--- src/rtl/rstpd_pkg.sv ---
// Shared control-word layout for the port reset / power-down controller.
// Assumes the whole word is written at once.
package rstpd_pkg;
    localparam int CTRL_W = 6;

    // Field order is the bit order of the write word (bit 0 last).
    typedef struct packed {
        logic pat;   // bit 5: test pattern enable
        logic src;   // bit 4: error trigger source, 1 = global
        logic trig;  // bit 3: local error trigger
        logic pd;    // bit 2: power-down
        logic dp;    // bit 1: data-path reset
        logic rst;   // bit 0: full-port software reset
    } ctrl_t;
endpackage

--- src/rtl/rstpd_ctrl_regs.sv ---
// Control word storage. The software reset bit clears only on the hardware
// pin. Every other field is forced to its default while the port reset is
// active, and writes to those fields are dropped in that time.
// Assumes port_rst already includes the hardware pin term.
module rstpd_ctrl_regs
    import rstpd_pkg::*;
(
    input  logic              clk,
    input  logic              hw_rst_n,
    input  logic              port_rst,
    input  logic              wr_en,
    input  logic [CTRL_W-1:0] wr_data,
    output ctrl_t             ctrl_q
);
    ctrl_t wr_word;
    assign wr_word = ctrl_t'(wr_data);

    // Software reset bit: survives every reset except the hardware pin.
    always_ff @(posedge clk) begin
        if (!hw_rst_n)
            ctrl_q.rst <= 1'b0;
        else if (wr_en)
            ctrl_q.rst <= wr_word.rst;
    end

    // Remaining fields: defaults during port reset, else written.
    always_ff @(posedge clk) begin
        if (!hw_rst_n || port_rst) begin
            ctrl_q.pat  <= 1'b0;
            ctrl_q.src  <= 1'b0;
            ctrl_q.trig <= 1'b0;
            ctrl_q.pd   <= 1'b1;
            ctrl_q.dp   <= 1'b1;
        end else if (wr_en) begin
            ctrl_q.pat  <= wr_word.pat;
            ctrl_q.src  <= wr_word.src;
            ctrl_q.trig <= wr_word.trig;
            ctrl_q.pd   <= wr_word.pd;
            ctrl_q.dp   <= wr_word.dp;
        end
    end
endmodule

--- src/rtl/rstpd_width_mon.sv ---
// Minimum high-time monitor for one reset bit. It counts the cycles for
// which the level is high, saturating at MIN_CYC. When the level falls with
// a count below MIN_CYC, it gives a one-cycle flag on the next edge.
// Assumes the level is a register output in this clock domain.
module rstpd_width_mon #(
    parameter int MIN_CYC = 13
) (
    input  logic clk,
    input  logic rst_n,
    input  logic level,
    output logic viol
);
    localparam int CNT_W = $clog2(MIN_CYC + 1);
    localparam logic [CNT_W-1:0] MIN_V = CNT_W'(MIN_CYC);

    logic [CNT_W-1:0] cnt;

    // Count high cycles; judge the count in the first low cycle.
    always_ff @(posedge clk) begin
        if (!rst_n) begin
            cnt  <= '0;
            viol <= 1'b0;
        end else begin
            viol <= !level && (cnt != '0) && (cnt < MIN_V);
            if (!level)
                cnt <= '0;
            else if (cnt != MIN_V)
                cnt <= cnt + 1'b1;
        end
    end
endmodule

--- src/rtl/rstpd_err_trig.sv ---
// Error-insert trigger. It selects the local or global trigger and gives a
// registered one-cycle pulse on a rising edge of the selected source. The
// pulse is suppressed in the cycle after the select changes and while the
// port reset is active. Assumes glb is synchronous to clk.
module rstpd_err_trig (
    input  logic clk,
    input  logic rst_n,
    input  logic port_rst,
    input  logic sel,
    input  logic loc,
    input  logic glb,
    output logic pulse
);
    logic src, src_prev, sel_prev;

    assign src = sel ? glb : loc;

    // Edge history plus the registered strobe.
    always_ff @(posedge clk) begin
        if (!rst_n) begin
            src_prev <= 1'b0;
            sel_prev <= 1'b0;
            pulse    <= 1'b0;
        end else begin
            src_prev <= src;
            sel_prev <= sel;
            pulse    <= src && !src_prev && (sel == sel_prev) && !port_rst;
        end
    end
endmodule

--- src/rtl/port_rstpd_ctl.sv ---
// Per-port reset and power-down controller. It merges the three reset sources,
// holds the control word, drives the port clock enable and pattern enable,
// checks reset hold times and generates the error-insert strobe.
// Assumes every input is synchronous to clk. hw_rst_n is used as a
// synchronous active-low reset.
module port_rstpd_ctl
    import rstpd_pkg::*;
#(
    parameter int CLK_PERIOD_PS = 8000,
    parameter int MIN_HOLD_NS   = 100
) (
    input  logic              clk,
    input  logic              hw_rst_n,
    input  logic              glb_rst_i,
    input  logic              glb_err_i,
    input  logic              wr_en_i,
    input  logic [CTRL_W-1:0] wr_data_i,
    output logic              port_rst_o,
    output logic              dp_rst_o,
    output logic              clk_en_o,
    output logic              pat_en_o,
    output logic              err_pulse_o,
    output logic [1:0]        viol_o
);
    localparam int MIN_CYC = (MIN_HOLD_NS * 1000 + CLK_PERIOD_PS - 1) / CLK_PERIOD_PS;
    localparam int N_MON   = 2;

    ctrl_t            ctrl_q;
    logic [N_MON-1:0] mon_level;

    // Effective full-port reset: any of the three sources.
    always_comb port_rst_o = ctrl_q.rst || !hw_rst_n || glb_rst_i;

    rstpd_ctrl_regs u_regs (
        .clk      (clk),
        .hw_rst_n (hw_rst_n),
        .port_rst (port_rst_o),
        .wr_en    (wr_en_i),
        .wr_data  (wr_data_i),
        .ctrl_q   (ctrl_q)
    );

    // Port-level control outputs.
    always_comb begin
        dp_rst_o = ctrl_q.dp || port_rst_o;
        clk_en_o = !ctrl_q.pd;
        pat_en_o = ctrl_q.pat;
    end

    assign mon_level = {ctrl_q.dp, ctrl_q.rst};

    for (genvar i = 0; i < N_MON; i++) begin : g_mon
        rstpd_width_mon #(.MIN_CYC(MIN_CYC)) u_mon (
            .clk   (clk),
            .rst_n (hw_rst_n),
            .level (mon_level[i]),
            .viol  (viol_o[i])
        );
    end

    rstpd_err_trig u_trig (
        .clk      (clk),
        .rst_n    (hw_rst_n),
        .port_rst (port_rst_o),
        .sel      (ctrl_q.src),
        .loc      (ctrl_q.trig),
        .glb      (glb_err_i),
        .pulse    (err_pulse_o)
    );
endmodule

--- config.mk ---
export PLATFORM = sky130hd
export DESIGN_NAME = port_rstpd_ctl
export DESIGN_NICKNAME = d
export VERILOG_FILES = /design/src/rtl/rstpd_pkg.sv /design/src/rtl/rstpd_ctrl_regs.sv /design/src/rtl/rstpd_width_mon.sv /design/src/rtl/rstpd_err_trig.sv /design/src/rtl/port_rstpd_ctl.sv
export SDC_FILE = /design/constraint.sdc
export NUM_CORES = 1
export LEC_CHECK = 0
export ABC_AREA = 1
export BUFFER_PORTS_ARGS = -buffer_cell sky130_fd_sc_hd__buf_4
export CAP_MARGIN = 20
export CORE_ASPECT_RATIO = 1.25
export CORE_MARGIN = 5
export CORE_UTILIZATION = 43
export CTS_CLUSTER_SIZE = 24
export DETAILED_ROUTE_END_ITERATION = 7
export PLACE_DENSITY = 0.76
export SLEW_MARGIN = 20
export SYNTH_ARGS = -nofsm -noshare
export SYNTH_HDL_FRONTEND = slang
export SYNTH_SLANG_ARGS = --single-unit
--- constraint.sdc ---
create_clock -name clk -period 1.9 [get_ports clk]
set_input_delay 0.38 -clock clk [delete_from_list [all_inputs] [get_ports clk]]
set_output_delay 0.38 -clock clk [all_outputs]
set_load 0.02 [all_outputs]
==> results of run 1 <==
-- per-layer routing --
layer	vias to the layer above	wire, um	GRT usage
met3	2	54	0.0286
li1	427	-	-
met2	11	867	0.235
met5	-	0	0
met4	0	19	0.0562
met1	345	665	0.117
-- state kept, by name, summed over array words and instances, names as in the netlist --
name and flops:
u_trig.sel_prev 1, g_mon.u_mon.viol 2, u_trig.pulse 1, g_mon.u_mon.cnt 8, u_trig.src_prev 1, u_regs.ctrl_q 6
-- placed cells by master, fill, tap and decap left out --
master,Yosys,final
nand2_1,40,40
inv_1,25,25
dfxtp_1,19,19
buf_4,2,17
nor2_1,15,15
nand3_1,6,6
ha_1,6,6
o21ai_0,5,5
a21oi_2,3,3
clkbuf_4,0,3
inv_2,2,2
a21oi_1,2,2
o211ai_1,2,2
nand2_2,1,1
nor2_4,1,1
or2_2,1,1
a21boi_0,1,1
clkbuf_1,0,1
-- cell type report --
type / instances / area [um2]
Fill cell: 187 / 925
Timing Repair Buffer: 17 / 128
Multi-Input combinational cell: 83 / 419
Tap cell: 20 / 25.0
Clock buffer: 4 / 26.3
Sequential cell: 19 / 380
Inverter: 27 / 101
-- metrics by stage --
stage | setup WS (ps) | power (W) | hold slack [ps]
after floorplan | 815 | 0.000493 | 433
after global placement | 566 | 0.000524 | 455
after detailed placement | 544 | 0.000530 | 453
after CTS | 365 | 0.000726 | 312
after global routing | 304 | 0.000758 | 324
final | 372 | 0.000716 | 315
-- worst max-delay path by stage --
| stage | from | endpoint | depth (start not counted) |
|---|---|---|---|
| floorplan | hw_rst_n | dp_rst_o | 3 |
| global placement | hw_rst_n | port_rst_o | 5 |
| detailed placement | hw_rst_n | port_rst_o | 5 |
| CTS | u_regs.ctrl_q[0] | port_rst_o | 5 |
| global route | u_regs.ctrl_q[0] | port_rst_o | 5 |
| finish | u_regs.ctrl_q[0] | port_rst_o | 5 |
-- power by group through the flow --
| stage | registers [W] | logic (W) | clock network (W) |
|---|---|---|---|
| floorplan | 0.000431 | 0.0000619 | 0 |
| global placement | 0.000432 | 0.0000920 | 0 |
| detailed placement | 0.000433 | 0.0000975 | 0 |
| CTS | 0.000423 | 0.0000976 | 0.000205 |
| global route | 0.000426 | 0.000109 | 0.000223 |
| finish | 0.000423 | 0.0000959 | 0.000196 |
-- critical path, stage by stage, from the launching register on --
cell and delay, ps:
dfxtp_1 320, inv_1 70, nand2_2 70, nor2_4 150, inv_2 80, buf_4 160
-- logic make-up (layout without fill, tap and decap cells) --
family | after synthesis | after routing
DFF | 19 | 19
AOI/OAI and AO/OA | 13 | 13
and+or+nand+nor | 64 | 64
adders and majority gates | 6 | 6
buffers and inverters | 30 | 48
==> summary.md, run 1 <==
| Metric | Value |
|---|---|
| I/O Buffers | `17` |
| CTS buffer count | `3` |
| Reg2reg end | `g_mon[1].u_mon.cnt[2]` |
| Core Util, Final | `0.539` |
| RSZ-0062 raised after global routing | `no` |
| # DRC | `0` |
| Hold Vio Cnt, Final | `0` |
| #FFs+latches synth | `19` |
| # IOs | `18` |
| Switching pwr | `0.000178 W` |
| First-pass DRT Iterations | `4` |
| Routed WL | `1.61 mm` |
| CTS H-tree lvls | `1` |
| Share of layout cells above drive strength 1 | `0.187` |
| Root Buffer | `clkbuf_4` |
| XOR/XNOR Fraction of Synth Area | `0` |
| Die W | `about 51 um` |
| Worst skew pair latency | `about 280 ps` |
| ANT nets after route | `0` |
| Die ar. | `3170 um2` |
| Netlist cell types | `17` |
| Setup TNS Final | `0 ps` |
| Number of enable flip-flop cells after synthesis | `0` |
| Fin crit period | `1530 ps` |
| Most common cell in the netlist | `nand2_1` |
| Slew HR | `0.870` |
| Setup bufs post-CTS | `0` |
| Starting density of the core | `0.459` |
| Crit. End Element | `output port` |
| Avg Cell Area, Syn | `6.98 um2` |
| Nets | `168` |
| Hold path depth | `3` |
| Post-CTS Hold Buffers | `0` |
| Synth area leaders | `dfxtp_1 41%, nand2_1 16%, inv_1 10%` |
| CTS sink cnt | `19` |
| Die Y | `61.7 um` |
| HP Class | `in -> reg` |
| Synth Area in Compound Gates | `0.0910` |
| Reg clk slew, reported paths | `100 ps` |
| Synth top area share | `0.413` |
| Mux share of post-synthesis cell area | `0` |
| Design Area, Final | `1080 um2` |
| Post-Layout Cell Count | `170` |
| Min-delay src | `wr_data_i[1]` |
| Initial antenna violation count | `0` |
| Pin count of the biggest net entering global routing | `11` |
| Worst Setup Start Kind | `flop` |
| Fin. max-slew vios | `0` |
| Worst-margin pin slew | `194 ps` |
| CP Max Fanout | `5` |
| Top cell type by total area after synthesis | `dfxtp_1` |
| FMAX | `around 0.65 GHz` |
| DR WL/cell | `between 9 and 10 um` |
| Vias in the first global route | `773` |
| Final Cycle Share | `0.804` |
| Syn_nets | `149` |
| Num rows | `18` |
| Worst Path Arrival | `1150 ps` |
| Reg power frac | `0.592` |
| Dpl hpwl | `around 1.3 mm` |
| CTS tree | `yes` |
| Pwr Density | `about 660 nW/um2` |
| Clk buf depth | `2` |
| Async SR Flop Fraction | `0` |
| Clock power frac | `0.274` |
| Top_reg_cell synth | `dfxtp_1` |
| Via count | `785` |
| Yosys warning count | `0` |
| Largest family of logic cells by synthesized area | `simple AND/OR/NAND/NOR gates` |
| Clock Skew | `1.19 ps` |
| Post-placement cell count | `166` |
| Grt ovf | `0` |
| Total core area | `2000 um2` |
| First-pass GRT wire length | `about 2.9 mm` |
| Status | `complete, no violations` |
| Switch share | `0.249` |
| Combinational Power Share | `0.134` |
| Initial drt markers | `16` |
| Gpl congestion | `0.753` |
| Post-CTS Resized | `0` |
| Final setup vio count | `0` |
| Leak | `0.557 nW` |
| Area Growth Syn to Fin | `17.3%` |
| Worst EP required | `1520 ps` |
| Avg Vias per Cell | `approximately 4.6` |
| Hold EP | `u_regs.ctrl_q[1]` |
| Worst reg2reg setup slack | `800 ps` |
| N_diodes | `0` |
| Simple-Gate Fraction of Synth Area | `0.283` |
| DP Area | `1050 um2` |
| Max_cap viols | `0` |
| Sequential area share after synthesis | `0.413` |
| Synth cell count leaders | `40 x nand2_1, 25 x inv_1, 19 x dfxtp_1` |
| Critical path type | `reg -> out` |
| R2R depth | `6` |
| VDD IR max | `482 uV` |
| Internal power | `0.000537 W` |
| R2r startpoint | `g_mon[1].u_mon.cnt[1]` |
| Total Routing Usage GR | `0.119` |
| Adder-Cell Fraction of Synth Area | `0.0815` |
| Gate Count Post-Synth | `roughly 130` |
| Post-Syn Area | `921 um2` |
(Power assumes the default switching activity.)
==> run 2: changes to the inputs <==
ABC_AREA = 0   (was 1)
clock period = 1.5 ns   (was 1.9 ns; I/O delays follow)
==> run 2 against run 1 <==
Effect of this change:
- the run now ends with setup timing left
- total power grew 26%
- non-clock buffer count grew 3
- synthesized cell count shrank 29%
- cell count shrank 24%
- global-route usage shrank 1.1 points
- critical path depth shrank 2
- first-iteration DRC count grew 6.3%
- wire length grew 0.31%
- via count shrank 9.8%
- clock power grew 28%
- sequential share of layout area grew 1.1 points
==> summary.md, run 2 <==
| Metric | Value |
|---|---|
| CTS sink cnt | `19 (unchanged)` |
| R2r startpoint | `g_mon[0].u_mon.cnt[0] (was g_mon[1].u_mon.cnt[1])` |
| Reg clk slew, reported paths | `110 ps (was 100 ps)` |
| Fin. max-slew vios | `0 (unchanged)` |
| Reg2reg end | `g_mon[0].u_mon.viol (was g_mon[1].u_mon.cnt[2])` |
| Netlist cell types | `25 (was 17)` |
| Post-CTS Hold Buffers | `0 (unchanged)` |
| Via count | `708 (was 785)` |
| Synth top area share | `0.427 (was 0.413)` |
| Slew HR | `0.757 (was 0.870)` |
| HP Class | `in -> reg (unchanged)` |
| Internal power | `0.000685 W (was 0.000537 W)` |
| Avg Cell Area, Syn | `9.48 um2 (was 6.98 um2)` |
| Yosys warning count | `0 (unchanged)` |
| CTS buffer count | `3 (unchanged)` |
| Worst Setup SP | `u_regs.ctrl_q[0] (unchanged)` |
| Switching pwr | `0.000218 W (was 0.000178 W)` |
| Synth cell count leaders | `19 x dfxtp_1, 7 x mux2i_1, 7 x nand3_1, 7 x nor2_1 (was 40 x nand2_1, 25 x inv_1, 19 x dfxtp_1)` |
| Largest regs | `g_mon.u_mon.cnt: 8 flops, u_regs.ctrl_q: 6 flops, g_mon.u_mon.viol: 2 flops (unchanged)` |
| Top_reg_cell synth | `dfxtp_1 (unchanged)` |
| Initial antenna violation count | `0 (unchanged)` |
| Worst reg2reg setup slack | `240 ps (was 800 ps)` |
| Syn_nets | `111 (was 149)` |
| Worst EP required | `1200 ps (was 1520 ps)` |
| Largest Register | `g_mon.u_mon.cnt (unchanged)` |
| DR WL/cell | `12.5 um (was 9.45 um)` |
| Setup TNS Final | `-246 ps (was 0 ps)` |
| Clock Skew | `4.77 ps (was 1.19 ps)` |
| Root Buffer | `clkbuf_4 (unchanged)` |
| DP Area | `1020 um2 (was 1050 um2)` |
| Share of layout cells above drive strength 1 | `0.257 (was 0.187)` |
| CTS H-tree lvls | `1 (unchanged)` |
| Avg Vias per Cell | `5.49 (was 4.62)` |
| Crit. End Element | `output port (unchanged)` |
| FMAX | `0.610 GHz` |
| Final Cycle Share | `1.09` |
| Commonest non-fill, non-tap cell in the layout | `buf_4 (was nand2_1)` |
| # DRC | `0 (unchanged)` |
| Grt ovf | `0 (unchanged)` |
| Num rows | `18 (unchanged)` |
| Fin crit period | `about 1600 ps` |
| Pwr Density | `859 nW/um2 (was 663 nW/um2)` |
| Max_cap viols | `0 (unchanged)` |
| Layout fillers | `186 (was 187)` |
| RSZ-0062 raised after global routing | `yes (was no)` |
| Die W | `50.7 um (was 51.4 um)` |
| Failing checks | `setup timing` |
| Setup bufs post-CTS | `0 (unchanged)` |
| Final setup vio count | `2 (was 0)` |
| Total core area | `1980 um2 (was 2000 um2)` |
| Synth area leaders | `dfxtp_1 43%, ha_1 8.4%, mux2i_1 7.9% (was dfxtp_1 41%, nand2_1 16%, inv_1 10%)` |
| #FFs+latches synth | `19 (unchanged)` |
| Switch share | `0.241 (was 0.249)` |
| Die Y | `60.9 um (was 61.7 um)` |
| Die ar. | `3090 um2 (was 3170 um2)` |
| Most common cell in the netlist | `dfxtp_1 (was nand2_1)` |
| Gpl congestion | `0.768 (was 0.753)` |
| Post-route setup slack | `-139 ps (was 372 ps)` |
| Worst slack at placement | `67.1 ps (was 544 ps)` |
| Gate Count Post-Synth | `94 (was 132)` |
| Worst Setup Start Kind | `flop (unchanged)` |
| Area Growth Syn to Fin | `18.0% (was 17.3%)` |
| N_diodes | `0 (unchanged)` |
| Worst Path Arrival | `1340 ps (was 1150 ps)` |
| Sequential area share after synthesis | `0.427 (was 0.413)` |
| Core Util, Final | `0.530 (was 0.539)` |
| Clock power frac | `0.277 (was 0.274)` |
| # IOs | `18 (unchanged)` |
| Vias in the first global route | `633 (was 773)` |
| First-pass DRT Iterations | `4 (unchanged)` |
| Top cell type by total area after synthesis | `dfxtp_1 (unchanged)` |
| Total Routing Usage GR | `0.108 (was 0.119)` |
| Pin count of the biggest net entering global routing | `11 (unchanged)` |
| Combinational Power Share | `0.123 (was 0.134)` |
| Nets | `127 (was 168)` |
| Leak | `0.464 nW (was 0.557 nW)` |
| Post-Syn Area | `891 um2 (was 921 um2)` |
| Critical path destination | `dp_rst_o (was port_rst_o)` |
| Reg power frac | `0.599 (was 0.592)` |
| R2R depth | `4 (was 6)` |
| Critical path type | `reg -> out (unchanged)` |
| Largest register FFs | `8 (unchanged)` |
| Hold Vio Cnt, Final | `0 (unchanged)` |
| ANT nets after route | `0 (unchanged)` |
| First-pass GRT wire length | `2.62 mm (was 2.87 mm)` |
| Min-delay src | `wr_data_i[2] (was wr_data_i[1])` |
| Number of enable flip-flop cells after synthesis | `0 (unchanged)` |
| Dpl hpwl | `1.24 mm (was 1.35 mm)` |
| VDD IR max | `525 uV (was 482 uV)` |
| CP Max Fanout | `2 (was 5)` |
| Starting density of the core | `0.449 (was 0.459)` |
| Power Total | `0.000903 W (was 0.000716 W)` |
| Worst-margin pin slew | `355 ps (was 194 ps)` |
| Initial drt markers | `17 (was 16)` |
| I/O Buffers | `17 (unchanged)` |
| Most frequent cells in the layout | `19 x buf_4, 18 x dfxtp_1, 7 x nand3_1, 7 x mux2i_1, 7 x nor2_1 (was 40 x nand2_1, 25 x inv_1, 19 x dfxtp_1)` |
| Worst skew pair latency | `290 ps (was 280 ps)` |
| Status | `complete, but fails checks (was complete, no violations)` |
| Async SR Flop Fraction | `0 (unchanged)` |
| CTS tree | `yes (unchanged)` |
| Design Area, Final | `1050 um2 (was 1080 um2)` |
| Clk buf depth | `2 (unchanged)` |
| Routed WL | `1.61 mm (about the same)` |
run 2: worst min-delay path by stage:
| stage | to | slack [ps] | depth (start not counted) |
|---|---|---|---|
| 2_1_floorplan | u_trig.pulse | 380 | 1 |
| 6_report | u_regs.ctrl_q[2] | 220 | 2 |
| 5_1_grt | u_regs.ctrl_q[2] | 220 | 2 |
| 3_5_place_dp | u_trig.pulse | 390 | 1 |
| 3_3_place_gp | u_trig.pulse | 380 | 1 |
| 4_1_cts | u_regs.ctrl_q[2] | 210 | 2 |
run 2: per-stage QoR:
| step | std cells | hold WS [ps] |
|---|---|---|
| floorplan | 94 | 375 |
| global placement | 125 | 383 |
| detailed placement | 125 | 390 |
| CTS | 129 | 213 |
| global route | 129 | 220 |
| finish | 129 | 217 |
run 2: logic make-up (layout without fill, tap and decap cells):
family | Yosys count | in the layout | share of synthesized area
mux | 7 | 7 | 0.0787
compound gates | 17 | 17 | 0.140
fa+ha+maj | 6 | 6 | 0.0843
simple gates | 30 | 30 | 0.190
buf+inv | 15 | 30 | 0.0800
flops | 19 | 19 | 0.427
run 2: power by group through the flow:
stage               clock [W]  combinational [W]  sequential, W
global placement            0           0.000106       0.000551
CTS                  0.000255           0.000110       0.000541
detailed placement          0           0.000110       0.000553
finish               0.000250           0.000111       0.000541
floorplan                   0          0.0000697       0.000548
global route         0.000279           0.000124       0.000546
run 2: worst max-delay path: stages, from the launching register on:
cell     delay, ps
dfxtp_2        330
or3b_4         370
or2_1          220
buf_6          130
run 2: timing repair:
item,CTS,global route
setup endpoints to repair,2,2
pin swaps,1,0
endpoints found under the hold margin,0,0
gates resized for setup,2,1
run 2: area by class of cell:
class / instances / area [um2] / share of cell area
Inverter: 6 / 22.5 / 0.0214
Multi-Input combinational cell: 60 / 442 / 0.420
Tap cell: 20 / 25.0 / 0.0238
Clock buffer: 4 / 26.3 / 0.0250
Timing Repair Buffer: 20 / 154 / 0.146
Sequential cell: 19 / 382 / 0.363
run 2: per-layer routing:
| layer | up-vias | GRT usage | part of all wire |
|---|---|---|---|
| li1 | 360 | - | - |
| met3 | 2 | 0.0295 | 0.039 |
| met4 | 0 | 0.0438 | 0.013 |
| met2 | 12 | 0.172 | 0.50 |
| met1 | 334 | 0.139 | 0.45 |
| met5 | - | 0 | 0 |
==> run 3: changes to the inputs <==
BUFFER_PORTS_ARGS = -buffer_cell sky130_fd_sc_hd__buf_2   (was -buffer_cell sky130_fd_sc_hd__buf_4)
==> run 3 against run 2 <==
Effect of this change:
- the flow still finishes with violations (setup timing)
- wire length is 6.5% higher
- combinational power is 6% lower
- clock-buffer cell count unchanged
- sequential share of layout area grew 1.4 points
- first-iteration DRC count decreased by 35%
- global-route usage is 1.6 points higher
- via count down 0.28%
- sequential power hardly changed
- critical path type unchanged
- largest power group unchanged
==> summary.md, run 3 (synthesis gave the netlist of run 2 again) <==
| Metric | Value |
|---|---|
| Worst skew pair latency | `300 ps (was 290 ps)` |
| Setup bufs post-CTS | `0 (unchanged)` |
| RSZ-0062 raised after global routing | `yes (unchanged)` |
| CTS tree | `yes (unchanged)` |
| Via count | `706 (was 708)` |
| Failing checks | `setup timing (unchanged)` |
| Fin crit period | `1650 ps (was 1640 ps)` |
| Final setup vio count | `2 (unchanged)` |
| Setup TNS Final | `-271 ps (was -246 ps)` |
| DP Area | `975 um2 (was 1020 um2)` |
| CTS buffer count | `3 (unchanged)` |
| Initial drt markers | `11 (was 17)` |
| Die ar. | `3090 um2 (unchanged)` |
| Pin count of the biggest net entering global routing | `11 (unchanged)` |
| CP Max Fanout | `2 (unchanged)` |
| Hold path depth | `2 (unchanged)` |
| Worst hold margin | `208 ps (was 217 ps)` |
| Initial antenna violation count | `0 (unchanged)` |
| # IOs | `18 (unchanged)` |
| Slowest-stage cell, CP | `or3b_1 (was or3b_4)` |
| Num rows | `18 (unchanged)` |
| Largest register FFs | `8 (unchanged)` |
| Largest Register | `g_mon.u_mon.cnt (unchanged)` |
| VDD IR max | `686 uV (was 525 uV)` |
| Worst EP required | `1200 ps (about the same)` |
| Post-placement cell count | `125 (unchanged)` |
| Post-Layout Cell Count | `129 (unchanged)` |
| Starting density of the core | `0.449 (unchanged)` |
| Max_cap viols | `0 (unchanged)` |
| Area Growth Syn to Fin | `13.5% (was 18.0%)` |
| Worst Setup Start Kind | `flop (unchanged)` |
| Die Y | `60.9 um (unchanged)` |
| Dpl hpwl | `1.30 mm (was 1.24 mm)` |
| CP cell instances | `or3b_1, or2_1, buf_6 (was or3b_4, or2_1, buf_6)` |
| Commonest non-fill, non-tap cell in the layout | `dfxtp_1 (was buf_4)` |
| Slew HR | `0.769 (was 0.757)` |
| Share of layout cells above drive strength 1 | `0.248 (was 0.257)` |
| I/O Buffers | `17 (unchanged)` |
| First-pass GRT wire length | `2.85 mm (was 2.62 mm)` |
| Gpl congestion | `0.731 (was 0.768)` |
| Max stage delay on crit path | `360 ps (was 370 ps)` |
| DR WL/cell | `13.3 um (was 12.5 um)` |
| N_diodes | `0 (unchanged)` |
| Total core area | `1980 um2 (unchanged)` |
| Post-route setup slack | `-154 ps (was -139 ps)` |
| R2R depth | `4 (unchanged)` |
| Leak | `0.455 nW (was 0.464 nW)` |
| Most frequent cells in the layout | `18 x dfxtp_1, 15 x buf_2, 7 x nand3_1, 7 x mux2i_1, 7 x nor2_1 (was 19 x buf_4, 18 x dfxtp_1, 7 x nand3_1, 7 x mux2i_1, 7 x nor2_1)` |
| Status | `complete, but fails checks (unchanged)` |
| Routed WL | `1.72 mm (was 1.61 mm)` |
| Vias in the first global route | `674 (was 633)` |
| First-pass DRT Iterations | `4 (unchanged)` |
| Hold Vio Cnt, Final | `0 (unchanged)` |
| Design Area, Final | `1010 um2 (was 1050 um2)` |
| Largest regs | `g_mon.u_mon.cnt: 8 flops, u_regs.ctrl_q: 6 flops, g_mon.u_mon.viol: 2 flops (unchanged)` |
| Grt ovf | `0 (unchanged)` |
| Reg clk slew, reported paths | `100 ps (was 110 ps)` |
| Nets | `127 (unchanged)` |
| Critical path type | `reg -> out (unchanged)` |
| Worst Path Arrival | `1350 ps (was 1340 ps)` |
| FMAX | `0.605 GHz (was 0.610 GHz)` |
| # DRC | `0 (unchanged)` |
| Total Routing Usage GR | `0.124 (was 0.108)` |
| Clock Skew | `4.25 ps (was 4.77 ps)` |
| HP Class | `in -> reg (unchanged)` |
| Clk buf depth | `2 (unchanged)` |
| Final Cycle Share | `1.10 (was 1.09)` |
| ANT nets after route | `0 (unchanged)` |
| Root Buffer | `clkbuf_4 (unchanged)` |
| Die W | `50.7 um (unchanged)` |
| Avg Vias per Cell | `5.47 (was 5.49)` |
| CTS sink cnt | `19 (unchanged)` |
| Crit. End Element | `output port (unchanged)` |
| CTS H-tree lvls | `1 (unchanged)` |
| Pwr Density | `888 nW/um2 (was 859 nW/um2)` |
| Worst-margin pin slew | `338 ps (was 355 ps)` |
| Fin. max-slew vios | `0 (unchanged)` |
## run 3: routing by layer
| metal | routed length, um | GRT usage | up-vias |
|---|---|---|---|
| met5 | 0 | 0 | - |
| met2 | 879 | 0.207 | 11 |
| li1 | - | - | 361 |
| met4 | 28 | 0.0438 | 0 |
| met3 | 86 | 0.0565 | 4 |
| met1 | 720 | 0.139 | 330 |
## run 3: path summary, 6_finish.rpt
path | startpoint | end | slack (ps)
max | u_regs.ctrl_q[0] | dp_rst_o | -150
min | wr_data_i[2] | u_regs.ctrl_q[2] | 210
max reg2reg | g_mon[1].u_mon.cnt[0] | g_mon[1].u_mon.viol | 210
min reg2reg | u_trig.src_prev | u_trig.pulse | 420
## run 3: what timing repair did
item / in CTS / in global routing
pin swaps: 2 / 1
hold buffers: 0 / 0
endpoints found under the setup margin: 2 / 2
resized for setup: 4 / 0
## run 3: power breakdown
group	switching [W]	total [W]	leakage, nW	internal (W)
sequential	0.0000194	0.000541	0.155	0.000522
clock	0.000149	0.000253	0.0150	0.000104
combinational	0.0000534	0.000104	0.285	0.0000502
total	0.000222	0.000898	0.455	0.000676
## run 3: per-stage QoR
step / total power, W / setup WS, ps / util
final: 0.000898 / -154 / 0.510
after global routing: 0.000953 / -221 / 0.510
after CTS: 0.000917 / -191 / 0.510
after detailed placement: 0.000655 / 79.6 / 0.492
after global placement: 0.000647 / 75.8 / 0.492
after floorplan: 0.000618 / 52.7 / -
## run 3: area by class of cell
cell class | instances | area, um2
fillers | 188 | 971
multi-input cells | 60 | 439
flip-flops and latches | 19 | 382
repair buffers | 20 | 116
clock buffers | 4 | 26.3
well taps | 20 | 25.0
inverters | 6 | 22.5
## run 3: worst max-delay path, delay by kind of cell, from the launching register on
| family | cells | cell delay, ps |
|---|---|---|
| AND/OR/NAND/NOR | 2 | 590 |
| flip-flops | 1 | 330 |
| buffers and inverters | 1 | 130 |
